<file path="config.mk">
export PLATFORM = sky130hd
export DESIGN_NAME = toff_chopper
export DESIGN_NICKNAME = d
export VERILOG_FILES = /design/src/rtl/chop_pkg.sv /design/src/rtl/chop_cfg.sv /design/src/rtl/chop_trip_sync.sv /design/src/rtl/chop_wake.sv /design/src/rtl/chop_blank.sv /design/src/rtl/chop_offtimer.sv /design/src/rtl/toff_chopper.sv
export SDC_FILE = /design/constraint.sdc
export NUM_CORES = 1
export LEC_CHECK = 0
export BUFFER_PORTS_ARGS = -buffer_cell sky130_fd_sc_hd__buf_2
export CORE_ASPECT_RATIO = 0.75
export CORE_MARGIN = 1.5
export CORE_UTILIZATION = 65
export CTS_BUF_LIST = sky130_fd_sc_hd__clkbuf_8
export DETAILED_ROUTE_END_ITERATION = 16
export PLACE_DENSITY = 0.87
export SLEW_MARGIN = 20
export SYNTH_ARGS = -nofsm -noshare
export SYNTH_HDL_FRONTEND = slang
export SYNTH_HIERARCHICAL = 1
export SYNTH_SLANG_ARGS = --single-unit
</file>
<file path="constraint.sdc">
create_clock -name clk -period 6.3 [get_ports clk]
set_clock_uncertainty 0.2 [all_clocks]
set_input_delay 0 -clock clk [delete_from_list [all_inputs] [get_ports clk]]
set_output_delay 0 -clock clk [all_outputs]
set_load 0.01 [all_outputs]
</file>
<file path="src/rtl/chop_pkg.sv">
package chop_pkg;

  typedef enum logic [1:0] {
    BR_COAST = 2'b00,
    BR_DRIVE = 2'b01,
    BR_FAST  = 2'b10,
    BR_SLOW  = 2'b11
  } bridge_e;

  typedef enum logic [1:0] {
    DK_SLOW  = 2'b00,
    DK_FAST  = 2'b01,
    DK_MIXED = 2'b10,
    DK_RSVD  = 2'b11
  } decay_e;

  typedef enum logic [1:0] {
    ST_COAST = 2'b00,
    ST_DRIVE = 2'b01,
    ST_OFF   = 2'b10
  } chop_st_e;

endpackage

</file>
<file path="src/rtl/chop_cfg.sv">
module chop_cfg #(
  parameter int unsigned CW        = 16,
  parameter int unsigned DEF_OFF   = 400,
  parameter int unsigned DEF_BLANK = 56,
  parameter int unsigned DEF_FD    = 100
) (
  input  logic          clk,
  input  logic          rst_n,
  input  logic          we_i,
  input  logic [CW-1:0] off_i,
  input  logic [CW-1:0] blank_i,
  input  logic [CW-1:0] fd_i,
  output logic [CW-1:0] off_len_o,
  output logic [CW-1:0] blank_o,
  output logic [CW-1:0] fd_o
);

  localparam logic [CW-1:0] RST_OFF   = CW'(DEF_OFF);
  localparam logic [CW-1:0] RST_BLANK = CW'(DEF_BLANK);
  localparam logic [CW-1:0] RST_FD    = CW'(DEF_FD);
  localparam logic [CW-1:0] ONE       = CW'(1);

  logic [CW-1:0] off_q, off_d;
  logic [CW-1:0] blank_q, blank_d;
  logic [CW-1:0] fd_q, fd_d;

  always_comb begin
    off_d   = off_q;
    blank_d = blank_q;
    fd_d    = fd_q;
    if (we_i) begin
      off_d   = off_i;
      blank_d = blank_i;
      fd_d    = fd_i;
    end
  end

  always_ff @(posedge clk or negedge rst_n) begin
    if (!rst_n) begin
      off_q   <= RST_OFF;
      blank_q <= RST_BLANK;
      fd_q    <= RST_FD;
    end else begin
      off_q   <= off_d;
      blank_q <= blank_d;
      fd_q    <= fd_d;
    end
  end

  // a zero off-time would never let the period end: treat it as one cycle
  assign off_len_o = (off_q == '0) ? ONE : off_q;
  assign blank_o   = blank_q;
  assign fd_o      = fd_q;

endmodule

</file>
<file path="src/rtl/chop_trip_sync.sv">
module chop_trip_sync #(
  parameter int unsigned STAGES = 2
) (
  input  logic clk,
  input  logic rst_n,
  input  logic d_i,
  output logic q_o
);

  generate
    if (STAGES == 0) begin : g_direct
      assign q_o = d_i;
    end else begin : g_chain
      logic [STAGES-1:0] sh_q, sh_d;

      always_comb begin
        sh_d[0] = d_i;
        for (int i = 1; i < STAGES; i++) begin
          sh_d[i] = sh_q[i-1];
        end
      end

      always_ff @(posedge clk or negedge rst_n) begin
        if (!rst_n) sh_q <= '0;
        else        sh_q <= sh_d;
      end

      assign q_o = sh_q[STAGES-1];
    end
  endgenerate

endmodule

</file>
<file path="src/rtl/chop_wake.sv">
module chop_wake #(
  parameter int unsigned WAKE_CYCLES = 50000
) (
  input  logic clk,
  input  logic rst_n,
  input  logic sleep_n_i,
  input  logic uvlo_i,
  input  logic step_i,
  input  logic lower_i,
  output logic step_fwd_o,
  output logic lower_o,
  output logic home_o
);

  localparam int unsigned WW = $clog2(WAKE_CYCLES + 2);
  localparam logic [WW-1:0] WAKE_LD = WW'(WAKE_CYCLES);

  logic [WW-1:0] cnt_q, cnt_d;
  logic          lower_q, lower_d;
  logic          uvlo_q;
  logic          home_q, home_d;
  logic          ready;

  always_comb begin
    cnt_d = cnt_q;
    if (!sleep_n_i)          cnt_d = WAKE_LD;
    else if (cnt_q != '0)    cnt_d = cnt_q - 1'b1;
  end

  assign ready      = sleep_n_i && (cnt_q == '0) && !uvlo_i;
  assign step_fwd_o = step_i && ready;

  always_comb begin
    lower_d = lower_q;
    if (uvlo_i)          lower_d = 1'b0;
    else if (step_fwd_o) lower_d = lower_i;
  end

  assign home_d = uvlo_i && !uvlo_q;

  always_ff @(posedge clk or negedge rst_n) begin
    if (!rst_n) begin
      cnt_q   <= WAKE_LD;
      lower_q <= 1'b0;
      uvlo_q  <= 1'b0;
      home_q  <= 1'b0;
    end else begin
      cnt_q   <= cnt_d;
      lower_q <= lower_d;
      uvlo_q  <= uvlo_i;
      home_q  <= home_d;
    end
  end

  assign lower_o = lower_q;
  assign home_o  = home_q;

endmodule

</file>
<file path="src/rtl/chop_blank.sv">
module chop_blank #(
  parameter int unsigned CW = 16
) (
  input  logic          clk,
  input  logic          rst_n,
  input  logic          load_i,
  input  logic [CW-1:0] len_i,
  input  logic          run_i,
  output logic          open_o
);

  logic [CW-1:0] cnt_q, cnt_d;

  always_comb begin
    cnt_d = cnt_q;
    if (load_i)                      cnt_d = len_i;
    else if (run_i && cnt_q != '0)   cnt_d = cnt_q - 1'b1;
  end

  always_ff @(posedge clk or negedge rst_n) begin
    if (!rst_n) cnt_q <= '0;
    else        cnt_q <= cnt_d;
  end

  assign open_o = (cnt_q == '0);

endmodule

</file>
<file path="src/rtl/chop_offtimer.sv">
module chop_offtimer
  import chop_pkg::*;
#(
  parameter int unsigned CW = 16
) (
  input  logic          clk,
  input  logic          rst_n,
  input  logic          start_i,
  input  logic          run_i,
  input  decay_e        mode_i,
  input  logic [CW-1:0] off_len_i,
  input  logic [CW-1:0] fd_len_i,
  output logic          done_o,
  output logic          fast_o
);

  logic [CW-1:0] el_q, el_d;
  decay_e        mode_q, mode_d;
  logic [CW-1:0] last_el;

  assign last_el = off_len_i - 1'b1;
  // >= keeps the period finite if the length shrinks while it runs
  assign done_o  = (el_q >= last_el);

  always_comb begin
    el_d   = el_q;
    mode_d = mode_q;
    if (start_i) begin
      el_d   = '0;
      mode_d = mode_i;
    end else if (run_i && !done_o) begin
      el_d   = el_q + 1'b1;
    end
  end

  always_ff @(posedge clk or negedge rst_n) begin
    if (!rst_n) begin
      el_q   <= '0;
      mode_q <= DK_SLOW;
    end else begin
      el_q   <= el_d;
      mode_q <= mode_d;
    end
  end

  always_comb begin
    case (mode_q)
      DK_FAST:  fast_o = 1'b1;
      DK_MIXED: fast_o = (el_q < fd_len_i);
      default:  fast_o = 1'b0;
    endcase
  end

endmodule

</file>
<file path="src/rtl/toff_chopper.sv">
module toff_chopper
  import chop_pkg::*;
#(
  parameter int unsigned CW          = 16,
  parameter int unsigned DEF_OFF     = 400,
  parameter int unsigned DEF_BLANK   = 56,
  parameter int unsigned DEF_FD      = 100,
  parameter int unsigned WAKE_CYCLES = 50000,
  parameter int unsigned SYNC_STAGES = 2
) (
  input  logic          clk,
  input  logic          rst_n,
  input  logic          trip_i,
  input  logic          step_i,
  input  logic          step_lower_i,
  input  logic [1:0]    decay_sel_i,
  input  logic          cfg_we_i,
  input  logic [CW-1:0] cfg_off_i,
  input  logic [CW-1:0] cfg_blank_i,
  input  logic [CW-1:0] cfg_fd_i,
  input  logic          en_n_i,
  input  logic          fault_i,
  input  logic          uvlo_i,
  input  logic          sleep_n_i,
  output logic [1:0]    bridge_o,
  output logic          step_fwd_o,
  output logic          home_rst_o
);

  // reset: asserted asynchronously, released on the clock
  logic [1:0] rst_pipe_q;
  logic       rst_int_n;

  always_ff @(posedge clk or negedge rst_n) begin
    if (!rst_n) rst_pipe_q <= 2'b00;
    else        rst_pipe_q <= {rst_pipe_q[0], 1'b1};
  end
  assign rst_int_n = rst_pipe_q[1];

  logic [CW-1:0] cfg_off_w, cfg_blank_w, cfg_fd_w;
  logic          trip_s;
  logic          lower_q;
  logic          blank_open, blank_load;
  logic          off_done, off_fast, off_start;
  logic          gate;
  chop_st_e      st_q, st_d;
  decay_e        sel_mode;
  bridge_e       bridge;

  chop_cfg #(
    .CW(CW), .DEF_OFF(DEF_OFF), .DEF_BLANK(DEF_BLANK), .DEF_FD(DEF_FD)
  ) u_cfg (
    .clk(clk), .rst_n(rst_int_n), .we_i(cfg_we_i),
    .off_i(cfg_off_i), .blank_i(cfg_blank_i), .fd_i(cfg_fd_i),
    .off_len_o(cfg_off_w), .blank_o(cfg_blank_w), .fd_o(cfg_fd_w)
  );

  chop_trip_sync #(.STAGES(SYNC_STAGES)) u_sync (
    .clk(clk), .rst_n(rst_int_n), .d_i(trip_i), .q_o(trip_s)
  );

  chop_wake #(.WAKE_CYCLES(WAKE_CYCLES)) u_wake (
    .clk(clk), .rst_n(rst_int_n), .sleep_n_i(sleep_n_i), .uvlo_i(uvlo_i),
    .step_i(step_i), .lower_i(step_lower_i), .step_fwd_o(step_fwd_o),
    .lower_o(lower_q), .home_o(home_rst_o)
  );

  assign gate = en_n_i || fault_i || uvlo_i || !sleep_n_i;

  // next-state
  always_comb begin
    st_d = st_q;
    if (gate) begin
      st_d = ST_COAST;
    end else begin
      case (st_q)
        ST_COAST: st_d = ST_DRIVE;
        ST_DRIVE: if (blank_open && trip_s) st_d = ST_OFF;
        ST_OFF:   if (off_done) st_d = ST_DRIVE;
        default:  st_d = ST_COAST;
      endcase
    end
  end

  always_ff @(posedge clk or negedge rst_int_n) begin
    if (!rst_int_n) st_q <= ST_COAST;
    else            st_q <= st_d;
  end

  assign blank_load = (st_q != ST_DRIVE) && (st_d == ST_DRIVE);
  assign off_start  = (st_q == ST_DRIVE) && (st_d == ST_OFF);
  assign sel_mode   = lower_q ? decay_e'(decay_sel_i) : DK_SLOW;

  chop_blank #(.CW(CW)) u_blank (
    .clk(clk), .rst_n(rst_int_n), .load_i(blank_load), .len_i(cfg_blank_w),
    .run_i(st_q == ST_DRIVE), .open_o(blank_open)
  );

  chop_offtimer #(.CW(CW)) u_off (
    .clk(clk), .rst_n(rst_int_n), .start_i(off_start), .run_i(st_q == ST_OFF),
    .mode_i(sel_mode), .off_len_i(cfg_off_w), .fd_len_i(cfg_fd_w),
    .done_o(off_done), .fast_o(off_fast)
  );

  // output decode; protection inputs mask it in the same cycle
  always_comb begin
    bridge = BR_COAST;
    if (!gate) begin
      case (st_q)
        ST_DRIVE: bridge = BR_DRIVE;
        ST_OFF:   bridge = off_fast ? BR_FAST : BR_SLOW;
        default:  bridge = BR_COAST;
      endcase
    end
  end

  assign bridge_o = bridge;

endmodule

</file>
### Yosys cells after proc, flatten, opt, wreduce, memory -nomap -nowiden

Cells that the tools add are included.

* memories: 0
* ROM bits: 0
* bits of input ports: 60
* flip-flop bits (word level): 107
* latch bits: 0
* memory bits (writable): 0
* output and inout port bits: 4

* add/sub/neg operators: 4
* div/mod/pow operators: 0
* shift-type cells: 0
* multiply operators: 0
* eq/ne operators: 8
* magnitude comparators: 2
* reductions and logical operators: 25
* multiplexer cells: 18
* bitwise operators: 0

Operators by type and width (number)
* 16-bit two-way mux: 7
* 16-bit zero test: 3
* 16-bit by 1-bit subtractor with 16-bit output, second input constant: 3
* 16-bit nonzero test: 2
* 16-bit by 1-bit adder with 16-bit output, second input constant: 1
* 16-bit greater-or-equal comparator: 1
* 16-bit < comparator: 1
* 2-bit two-way mux: 5
* 1-bit logical AND: 9
* 2-bit by 1-bit == test with 1-bit output, second input constant: 3
* 2-bit == test, second input constant: 3
* 2-bit one-hot mux with 3 select lines: 1
* 2-bit nonzero test: 3
* 1-bit zero test: 4
* 2-bit by 1-bit inequality test with 1-bit output, second input constant: 2
* 2-bit one-hot mux with 2 select lines: 1
* 1-bit logical OR: 3
* 1-bit two-way mux: 3
* 2-bit zero test: 1
* 1-bit one-hot mux with 2 select lines: 1

### Depth between registers and ports, before layout

Gate-level depths: netlist of the first run.

* depth after elaboration: 10
* gate-level depth with buffers: 22
* depth with buffers taken out: 20

### Hierarchy

Netlist of the first run, hierarchy kept.

Modules (own cells, without submodules)
* chop_offtimer: sequential area each 450.4 µm², times used 1, cells an instance 240, area an instance 1964.4 µm²
* chop_cfg: sequential area each 1212.4 µm², times used 1, cells an instance 121, area an instance 1961.9 µm²
* chop_wake: sequential area each 483.0 µm², times used 1, cells an instance 103, area an instance 1066.0 µm²
* chop_blank: sequential area each 400.4 µm², times used 1, cells an instance 124, area an instance 1063.5 µm²
* toff_chopper: sequential area each 100.1 µm², times used 1, cells an instance 30, area an instance 301.5 µm²
* chop_trip_sync: sequential area each 50.0 µm², times used 1, cells an instance 2, area an instance 50.0 µm²

### Worst setup path after synthesis of the first run

No wires, ideal clock.

* path kind: reg2reg
* start point: register u_cfg.off_q[7]
* end point: register u_blank.cnt_q[12]
* arrival: 4363 ps
* path slack: 1655 ps
* buffers on the path: 2
* stages on the path, launching flop included: 22
* setup time: 82 ps
* cell sequence: dfstp_2 > nor4_1 > a41o_1 > inv_1 > ha_1 > nand2_1 > nor3_1 > nand2b_1 > nor4_1 > xnor2_1 > ha_1 > and4_1 > a221oi_2 > o21ai_0 > o21a_1 > a311oi_2 > nor3b_1 > clkbuf_1 > inv_1 > clkbuf_1 > nor2_1 > a31oi_1

* cells in the longest elaborated chain, start to end: 10
* elaborated cells between the ends (all ways): 11
* those cells by class: 1 x add/sub; 1 x order compare; 1 x eq/ne; 5 x mux; 3 x reduce/logical

Ends and longest elaborated chain
* from (decl): RTL line chop_cfg.sv:23 `logic [CW-1:0] off_q, off_d;`
* from (signal assigned): RTL line chop_cfg.sv:40 `off_q <= RST_OFF;`
* from (signal assigned): RTL line chop_cfg.sv:44 `off_q <= off_d;`
* 16-bit zero test *: RTL line chop_cfg.sv:51 `assign off_len_o = (off_q == '0) ? ONE : off_q;`
* 16-bit two-way mux *: RTL line chop_cfg.sv:51
* via cfg_off_w[0]: RTL line toff_chopper.sv:40 `logic [CW-1:0] cfg_off_w, cfg_blank_w, cfg_fd_w;`
* 16-bit by 1-bit subtractor with 16-bit output *: RTL line chop_offtimer.sv:21 `assign last_el = off_len_i - 1'b1;`
* 16-bit greater-or-equal comparator *: RTL line chop_offtimer.sv:23 `assign done_o = (el_q >= last_el);`
* via off_done: RTL line toff_chopper.sv:44 `logic off_done, off_fast, off_start;`
* 2-bit two-way mux *: RTL line toff_chopper.sv:79 `ST_OFF: if (off_done) st_d = ST_DRIVE;`
* 2-bit one-hot mux with 3 select lines *: RTL line toff_chopper.sv:76 `case (st_q)`
* 2-bit two-way mux *: RTL line toff_chopper.sv:73 `if (gate) begin`
* 2-bit by 1-bit == test with 1-bit output *: RTL line toff_chopper.sv:90 `assign blank_load = (st_q != ST_DRIVE) && (st_d == ST_DRIVE);`
* 1-bit logical AND *: RTL line toff_chopper.sv:90
* via blank_load: RTL line toff_chopper.sv:43 `logic blank_open, blank_load;`
* 16-bit two-way mux or 2-bit nonzero test (tied branches)
* to (signal assigned): RTL line chop_blank.sv:22 `else cnt_q <= cnt_d;`
* to (decl): RTL line chop_blank.sv:12 `logic [CW-1:0] cnt_q, cnt_d;`

The timed path passes the listed nets; every way through them passes the cells marked *.
A chain may end at the register's enable or synchronous reset.

### Worst setup path after layout of the first run

* start point: register u_cfg.off_q[7]
* end point: register u_off.el_q[5]

* cells in the longest elaborated chain, start to end: 10
* elaborated cells between the ends (all ways): 13
* those cells by class: 1 x add/sub; 1 x order compare; 1 x eq/ne; 5 x mux; 5 x reduce/logical

Ends and longest elaborated chain
* 16-bit zero test *: RTL line chop_cfg.sv:51
* 16-bit two-way mux *: RTL line chop_cfg.sv:51
* via cfg_off_w[0]: RTL line toff_chopper.sv:40
* 16-bit by 1-bit subtractor with 16-bit output *: RTL line chop_offtimer.sv:21
* 16-bit greater-or-equal comparator *: RTL line chop_offtimer.sv:23
* via off_done: RTL line toff_chopper.sv:44
* 2-bit two-way mux *: RTL line toff_chopper.sv:79
* 2-bit one-hot mux with 3 select lines *: RTL line toff_chopper.sv:76
* 2-bit two-way mux *: RTL line toff_chopper.sv:73
* 2-bit == test *: RTL line toff_chopper.sv:91 `assign off_start = (st_q == ST_DRIVE) && (st_d == ST_OFF);`
* 1-bit logical AND *: RTL line toff_chopper.sv:91
* via off_start: RTL line toff_chopper.sv:44
* 16-bit two-way mux or 2-bit nonzero test (tied branches)
* to (signal assigned): RTL line chop_offtimer.sv:41 `el_q <= el_d;`
* to (decl): RTL line chop_offtimer.sv:17 `logic [CW-1:0] el_q, el_d;`

Marks and branches as above.

==> summary.txt, run 1 <==
Worst setup path
  • Slowest cell delay on critical path: 0.72 ns
  • Startpoint Class: register
  • WP data required: 6.38 ns
  • Crit. Startpoint: u_cfg/off_q[7]$_DFFE_PN1P_
  • Cell at the slowest stage of the critical path: and4bb_1
  • Critical R2R Launch: u_cfg/off_q[7]$_DFFE_PN1P_
  • Crit Path Category: register to register
  • Crit path cell chain: nor4_1, a41o_1, inv_1, ha_1, nand2_1, nor3_1, nand2b_1, nor4_1, xnor2_1, ha_1, and4_1, a221oi_2, o21ai_0, o21a_1, a311oi_2, and4bb_1, o21ba_2
  • Crit path arrival time: 5.60 ns
  • Crit path max fanout: 20
  • CP Capture Type: register

Min path
  • Hold_sp: trip_i
  • Hold WC Path Type: input port to register

Global route
  • Vias in the first global route: 5058
  • Largest net degree at the start of global routing: 70
  • Antenna violations before repair: 0
  • First-pass GRT wire length: 24000 µm
  • GR Util All Layers: 28.9%
  • Grt total ovfl: 0

Floorplan
  • Ports: 64
  • Num rows: 31
  • DIE AREA: 10500 µm²
  • Die Y: 89.0 µm
  • Die Wd: 118 µm
  • Placeable Area: 9620 µm²
  • Initial Util: 66.6%

Power and ir drop
  • PD cells: 207 nW/µm²
  • Sequential power share: 54.8%
  • Psw: 0.482 mW
  • Leakage power: 3.19 nW
  • Combinational group share of total power: 20.9%
  • Internal Power: 1.07 mW
  • Clk pwr share: 24.3%
  • Pwr Total: 1.55 mW
  • Sw Ratio: 31.0%
  • Peak supply drop: 0.209 mV

Final layout
  • Antenna diodes: 0
  • Share of cells above drive strength 1: 23.0%
  • Fillcell total: 652
  • Final net count: 824
  • Most frequent cells in the layout: 91 x dfrtp_1, 63 x buf_2, 59 x dlygate4sd3_1
  • Storage element area: 2700 µm²
  • Most common cell after layout, fill and taps aside: dfrtp_1
  • Area added between synthesis and finish: 16.9%
  • Area of the multi-input gates: 3380 µm²

Timing
  • RSZ-0062 raised after global routing: no
  • Final setup TNS: 0 ns
  • Slew Viols, Final: 0
  • Final setup viols: 0
  • Period utilization: 87.7%
  • Fmax achieved: 181 MHz
  • Worst slew pin tran: 0.844 ns
  • Worst slew margin: 43.7%
  • Final Hold Fails: 0
  • Final Critical Period: 5.52 ns

Logic synthesis
  • Yosys reg bits: 107
  • Post-Syn Area: 6410 µm²
  • Post-Synthesis Cells: 620
  • Area contributors post-synth: dfrtp_1 36%, ha_1 8.0%, dfstp_2 6.2%
  • Syn_area_per_cell: 10.3 µm²
  • EDFF count, synth: 0
  • Sequential fraction of the synthesis area: 42.1%
  • Unique masters post-synth: 75
  • Top_reg_cell synth: dfrtp_1
  • Synth area leader: dfrtp_1
  • Net count after synthesis: 721
  • Ys Warns: 6
  • Synth top area share: 35.9%
  • Ys async rst share: 100%

Route
  • Final wirelength: 14400 µm
  • DRT Pass-1 Iters: 5
  • Vias per cell: 6.02
  • Antenna Nets Post-Route: 0
  • Remaining DRCs: 0
  • Total number of vias: 5170
  • DR iter-0 viols: 289
  • Avg WL per Cell: 16.8 µm

CTS
  • Worst skew pair latency: 0.39 ns
  • Clock Tree Buf Depth: 2
  • CTS Buf Count: 9
  • Post-CTS Resized: 0
  • CTS HTree Levels: 3
  • CTS Hold Bufs: 59
  • Root Buffer: clkbuf_8
  • Setup bufs post-CTS: 0
  • Clock transition at path regs: 0.10 ns
  • CTS sink cnt: 107
  • TritonCTS clock tree: yes

Status
  • Status: finished, final reports clean

Place
  • Post-detail-place hpwl: 9730 µm
  • GPL Wtd Cong: 0.909
  • # port buffers: 63

Flow run
  • Max_cap viols: 0
[sequential cells by signal (all words and copies together), names as in the netlist, 2 cells and up]
| register | count |
|---|---|
| rst_pipe_q | 2 |
| u_sync/g_chain.sh_q | 2 |
| st_q | 2 |
| u_cfg/fd_o | 16 |
| u_blank/cnt_q | 16 |
| u_wake/cnt_q | 16 |
| u_cfg/off_q | 16 |
| u_off/mode_q | 2 |
| u_cfg/blank_o | 16 |
| u_off/el_q | 16 |
[critical path: cells and delay by family, from the launching register on]
family	cells	cell delay, ns
AO/OA/AOI/OAI	6	1.96
AND/OR/NAND/NOR	7	1.88
flip-flops	1	0.59
adder cells (fa/ha/maj)	2	0.51
XOR/XNOR	1	0.18
buffers and inverters	1	0.10
[per-stage QoR]
step                setup WS [ns]  area [µm²]  instances  hold WS (ns)  util, %
detailed placement          0.909        6740        785        -0.413     70.1
global placement             1.29        6740        785        -0.415     70.1
CTS                         0.883        7490        859        0.0487     77.9
floorplan                    1.65        6410        620        -0.496        -
global route                0.474        7490        859        0.0557     77.9
finish                      0.778        7490        859        0.0679     77.9
[power by group through the flow]
stage                     clock network [mW]  registers [mW]  logic [mW]
after floorplan                            0           0.833       0.241
after CTS                              0.382           0.849       0.321
after detailed placement                   0           0.862       0.292
after global routing                   0.409           0.864       0.361
final                                  0.378           0.852       0.325
after global placement                     0           0.854       0.275
[final cells by class]
class                           instances  area share (%)
Inverter                               40            2.00
Tap cell                              132            2.20
Clock buffer                            9            1.65
Timing Repair Buffer                  126            12.5
Clock inverter                          6           0.484
Multi-Input combinational cell        439            45.1
Sequential cell                       107            36.0
[synthesized netlist by cell type (all sizes together) (16+ instances only)]
| cell | number |
|---|---|
| a21oi | 31 |
| clkbuf | 25 |
| dfrtp | 92 |
| ha | 41 |
| inv | 40 |
| mux2 | 50 |
| nand2 | 38 |
| nand3 | 18 |
| nor2 | 30 |
| nor4 | 20 |
| o21ai | 26 |
| o31ai | 16 |
| or4 | 19 |
[metal layers]
metal | track usage (%) | part of all wire, % | up-vias
li1 | - | - | 2461
met1 | 37.8 | 45 | 2495
met2 | 49.8 | 48 | 201
met3 | 6.82 | 6.2 | 13
met4 | 7.21 | 0.91 | 0
met5 | 0 | 0 | -
[logic make-up after synthesis]
group / synth area share, %
AOI/OAI and AO/OA: 12.1
buffers and inverters: 5.14
DFF: 42.1
muxes: 10.9
and+or+nand+nor: 19.4
adders and majority gates: 8.01
other: 0.0585
xor gates and xnor gates: 2.32
[worst paths after layout]
path / slack, ns / cells after the start / to
worst max-delay path: 0.78 / 17 / u_off/el_q[5]$_DFFE_PN0P_
worst min-delay path: 0.07 / 2 / u_sync/g_chain.sh_q[0]$_DFF_PN0_
worst max register to register: 0.78 / 17 / u_off/el_q[5]$_DFFE_PN0P_
worst min register to register: 0.09 / 0 / u_wake/cnt_q[10]$_DFFE_PN0P_
max in group asynchronous: 4.61 / 1 / u_cfg/off_q[2]$_DFFE_PN0P_
min in group asynchronous: 0.09 / 0 / u_wake/cnt_q[10]$_DFFE_PN0P_
No activity file was read; power rests on OpenSTA's default activity.
==> run 2, diff against run 1 <==
--- a/config.mk
+++ b/config.mk
@@ -11,6 +11,7 @@
 export CORE_UTILIZATION = 65
 export CTS_BUF_LIST = sky130_fd_sc_hd__clkbuf_8
 export DETAILED_ROUTE_END_ITERATION = 16
+export MAX_ROUTING_LAYER = met4
 export PLACE_DENSITY = 0.87
 export SLEW_MARGIN = 20
 export SYNTH_ARGS = -nofsm -noshare
==> summary.txt, run 2 (synthesis results as in run 1) <==
Route
  • Avg WL per Cell: 17.2 µm
  • Antenna Nets Post-Route: 0
  • Total number of vias: 5252
  • Vias per cell: 6.11
  • DR iter-0 viols: 362
  • DRT Pass-1 Iters: 5
  • Final wirelength: 14800 µm
  • Remaining DRCs: 0

Final layout
  • Antenna diodes: 0
  • Most frequent cells in the layout: 91 x dfrtp_1, 63 x buf_2, 59 x dlygate4sd3_1
  • Fillcell total: 639
  • Share of cells above drive strength 1: 23.4%
  • Cell area after layout: 7560 µm²
  • Most common cell after layout, fill and taps aside: dfrtp_1
  • Final net count: 824
  • Final Util: 78.6%
  • Area added between synthesis and finish: 18.0%

Timing
  • Setup ws final: 0.779 ns
  • Slew Viols, Final: 0
  • Hold slack: 0.0584 ns
  • Worst slew margin: 42.1%
  • Final setup TNS: 0 ns
  • RSZ-0062 raised after global routing: no
  • Final Hold Fails: 0
  • Final setup viols: 0
  • Worst slew pin tran: 0.856 ns
  • Final Critical Period: 5.52 ns
  • Fmax achieved: 181 MHz
  • Period utilization: 87.6%

Worst setup path
  • Crit path arrival time: 5.61 ns
  • Reg2reg setup slack: 0.78 ns
  • WP data required: 6.38 ns
  • Cell at the slowest stage of the critical path: and4bb_1
  • Crit path cell chain: nor4_1, a41o_1, inv_1, ha_1, nand2_1, nor3_1, nand2b_1, nor4_1, xnor2_1, ha_1, and4_1, a221oi_2, o21ai_0, o21a_1, a311oi_2, and4bb_1, o21ba_2
  • Reg-to-reg endpoint: u_off/el_q[5]$_DFFE_PN0P_
  • Startpoint Class: register
  • Crit Path Category: register to register
  • Reg2Reg Depth: 17
  • CP Capture Type: register
  • Crit path max fanout: 20
  • Slowest cell delay on critical path: 0.74 ns
  • Critical R2R Launch: u_cfg/off_q[7]$_DFFE_PN1P_

Global route
  • Met2 global-route usage: 51.0%
  • GR Util All Layers: 30.7%
  • Vias in the first global route: 5117
  • Antenna violations before repair: 0
  • Grt met3 use: 4.91%
  • First-pass GRT wire length: 24700 µm
  • Grt total ovfl: 0
  • Largest net degree at the start of global routing: 67
  • Global Route met1 Usage: 39.4%
  • GR peak layer: met2

Power and ir drop
  • Peak supply drop: 0.192 mV
  • Leakage power: 3.21 nW
  • PD cells: 219 nW/µm²

Floorplan
  • Initial Util: 66.6%
  • Ports: 64
  • Num rows: 31
  • Placeable Area: 9620 µm²
  • Die Y: 89.0 µm
  • DIE AREA: 10500 µm²
  • Die Wd: 118 µm

CTS
  • Root Buffer: clkbuf_8
  • Setup bufs post-CTS: 0
  • CTS sink cnt: 107
  • Clock transition at path regs: 0.10 ns
  • Worst skew pair latency: 0.39 ns
  • CTS Buf Count: 9
  • TritonCTS clock tree: yes
  • Clock Tree Buf Depth: 2
  • CTS HTree Levels: 3

Status
  • Status: finished, final reports clean

Min path
  • Worst hold path endpoint: u_sync/g_chain.sh_q[0]$_DFF_PN0_
  • Worst Hold Path Cells: 2
  • Hold WC Path Type: input port to register
  • Hold_sp: trip_i

Place
  • # port buffers: 63
  • GPL Wtd Cong: 0.914
  • Cell Area, Placed: 6740 µm²
  • Pre-CTS WS: 0.987 ns
  • Post-detail-place hpwl: 9840 µm

Flow run
  • Max_cap viols: 0
## run 2: changes by cell type in the layout (fill, tap and decap cells not counted), sizes merged
cell	before	now
bufinv	0	2
inv	43	40
clkbuf	9	10
clkinv	1	2
## run 2: per-layer routing
layer  vias up  share of wire (%)
li1       2466                  -
met1      2563                 45
met2       190                 47
met3        33                5.7
met4         0                2.0
met5         -                  0
## run 2: worst max path at each step
stage | from | end | slack, ns | depth (start not counted)
2_1_floorplan | u_cfg/off_q[7]$_DFFE_PN1P_ | u_blank/cnt_q[12]$_DFFE_PN0P_ | 1.65 | 21
3_3_place_gp | u_cfg/off_q[7]$_DFFE_PN1P_ | u_off/el_q[5]$_DFFE_PN0P_ | 1.29 | 17
3_5_place_dp | u_cfg/off_q[7]$_DFFE_PN1P_ | u_off/el_q[5]$_DFFE_PN0P_ | 0.99 | 17
4_1_cts | u_cfg/off_q[7]$_DFFE_PN1P_ | u_off/el_q[5]$_DFFE_PN0P_ | 0.95 | 17
5_1_grt | u_cfg/off_q[7]$_DFFE_PN1P_ | u_off/el_q[5]$_DFFE_PN0P_ | 0.56 | 17
6_report | u_cfg/off_q[7]$_DFFE_PN1P_ | u_off/el_q[5]$_DFFE_PN0P_ | 0.78 | 17
## run 2: critical path, delay by kind of cell (launching register included)
family / cells / cell delay, ns
xor gates and xnor gates: 1 / 0.17
AOI/OAI and AO/OA: 6 / 1.92
DFF: 1 / 0.59
adders and majority gates: 2 / 0.49
and+or+nand+nor: 7 / 1.93
buffers and inverters: 1 / 0.12
## run 2: per-stage QoR
stage	power, mW	instances
after floorplan	1.07	620
after global placement	1.13	785
after detailed placement	1.16	785
after CTS	1.66	860
after global routing	1.75	860
final	1.66	860
## run 2: layout make-up
cell class / instances / area, µm² / share of cell area (%)
Inverter: 40 / 150 / 1.99
Sequential cell: 107 / 2700 / 35.7
Clock buffer: 10 / 138 / 1.82
Clock inverter: 6 / 88.8 / 1.18
Multi-Input combinational cell: 439 / 3380 / 44.7
Timing Repair Buffer: 126 / 936 / 12.4
Tap cell: 132 / 165 / 2.18
## run 2: where the power goes
part	internal [mW]	switching, mW
registers	0.763	0.0888
logic	0.169	0.158
clock network	0.235	0.245
total	1.17	0.492
## run 2: timing repair
action / 4_1_cts / 5_1_grt
resized for setup: 0 / 0
hold endpoints to repair: 74 / 0
hold buffers: 59 / 0
endpoints found under the setup margin: 0 / 0
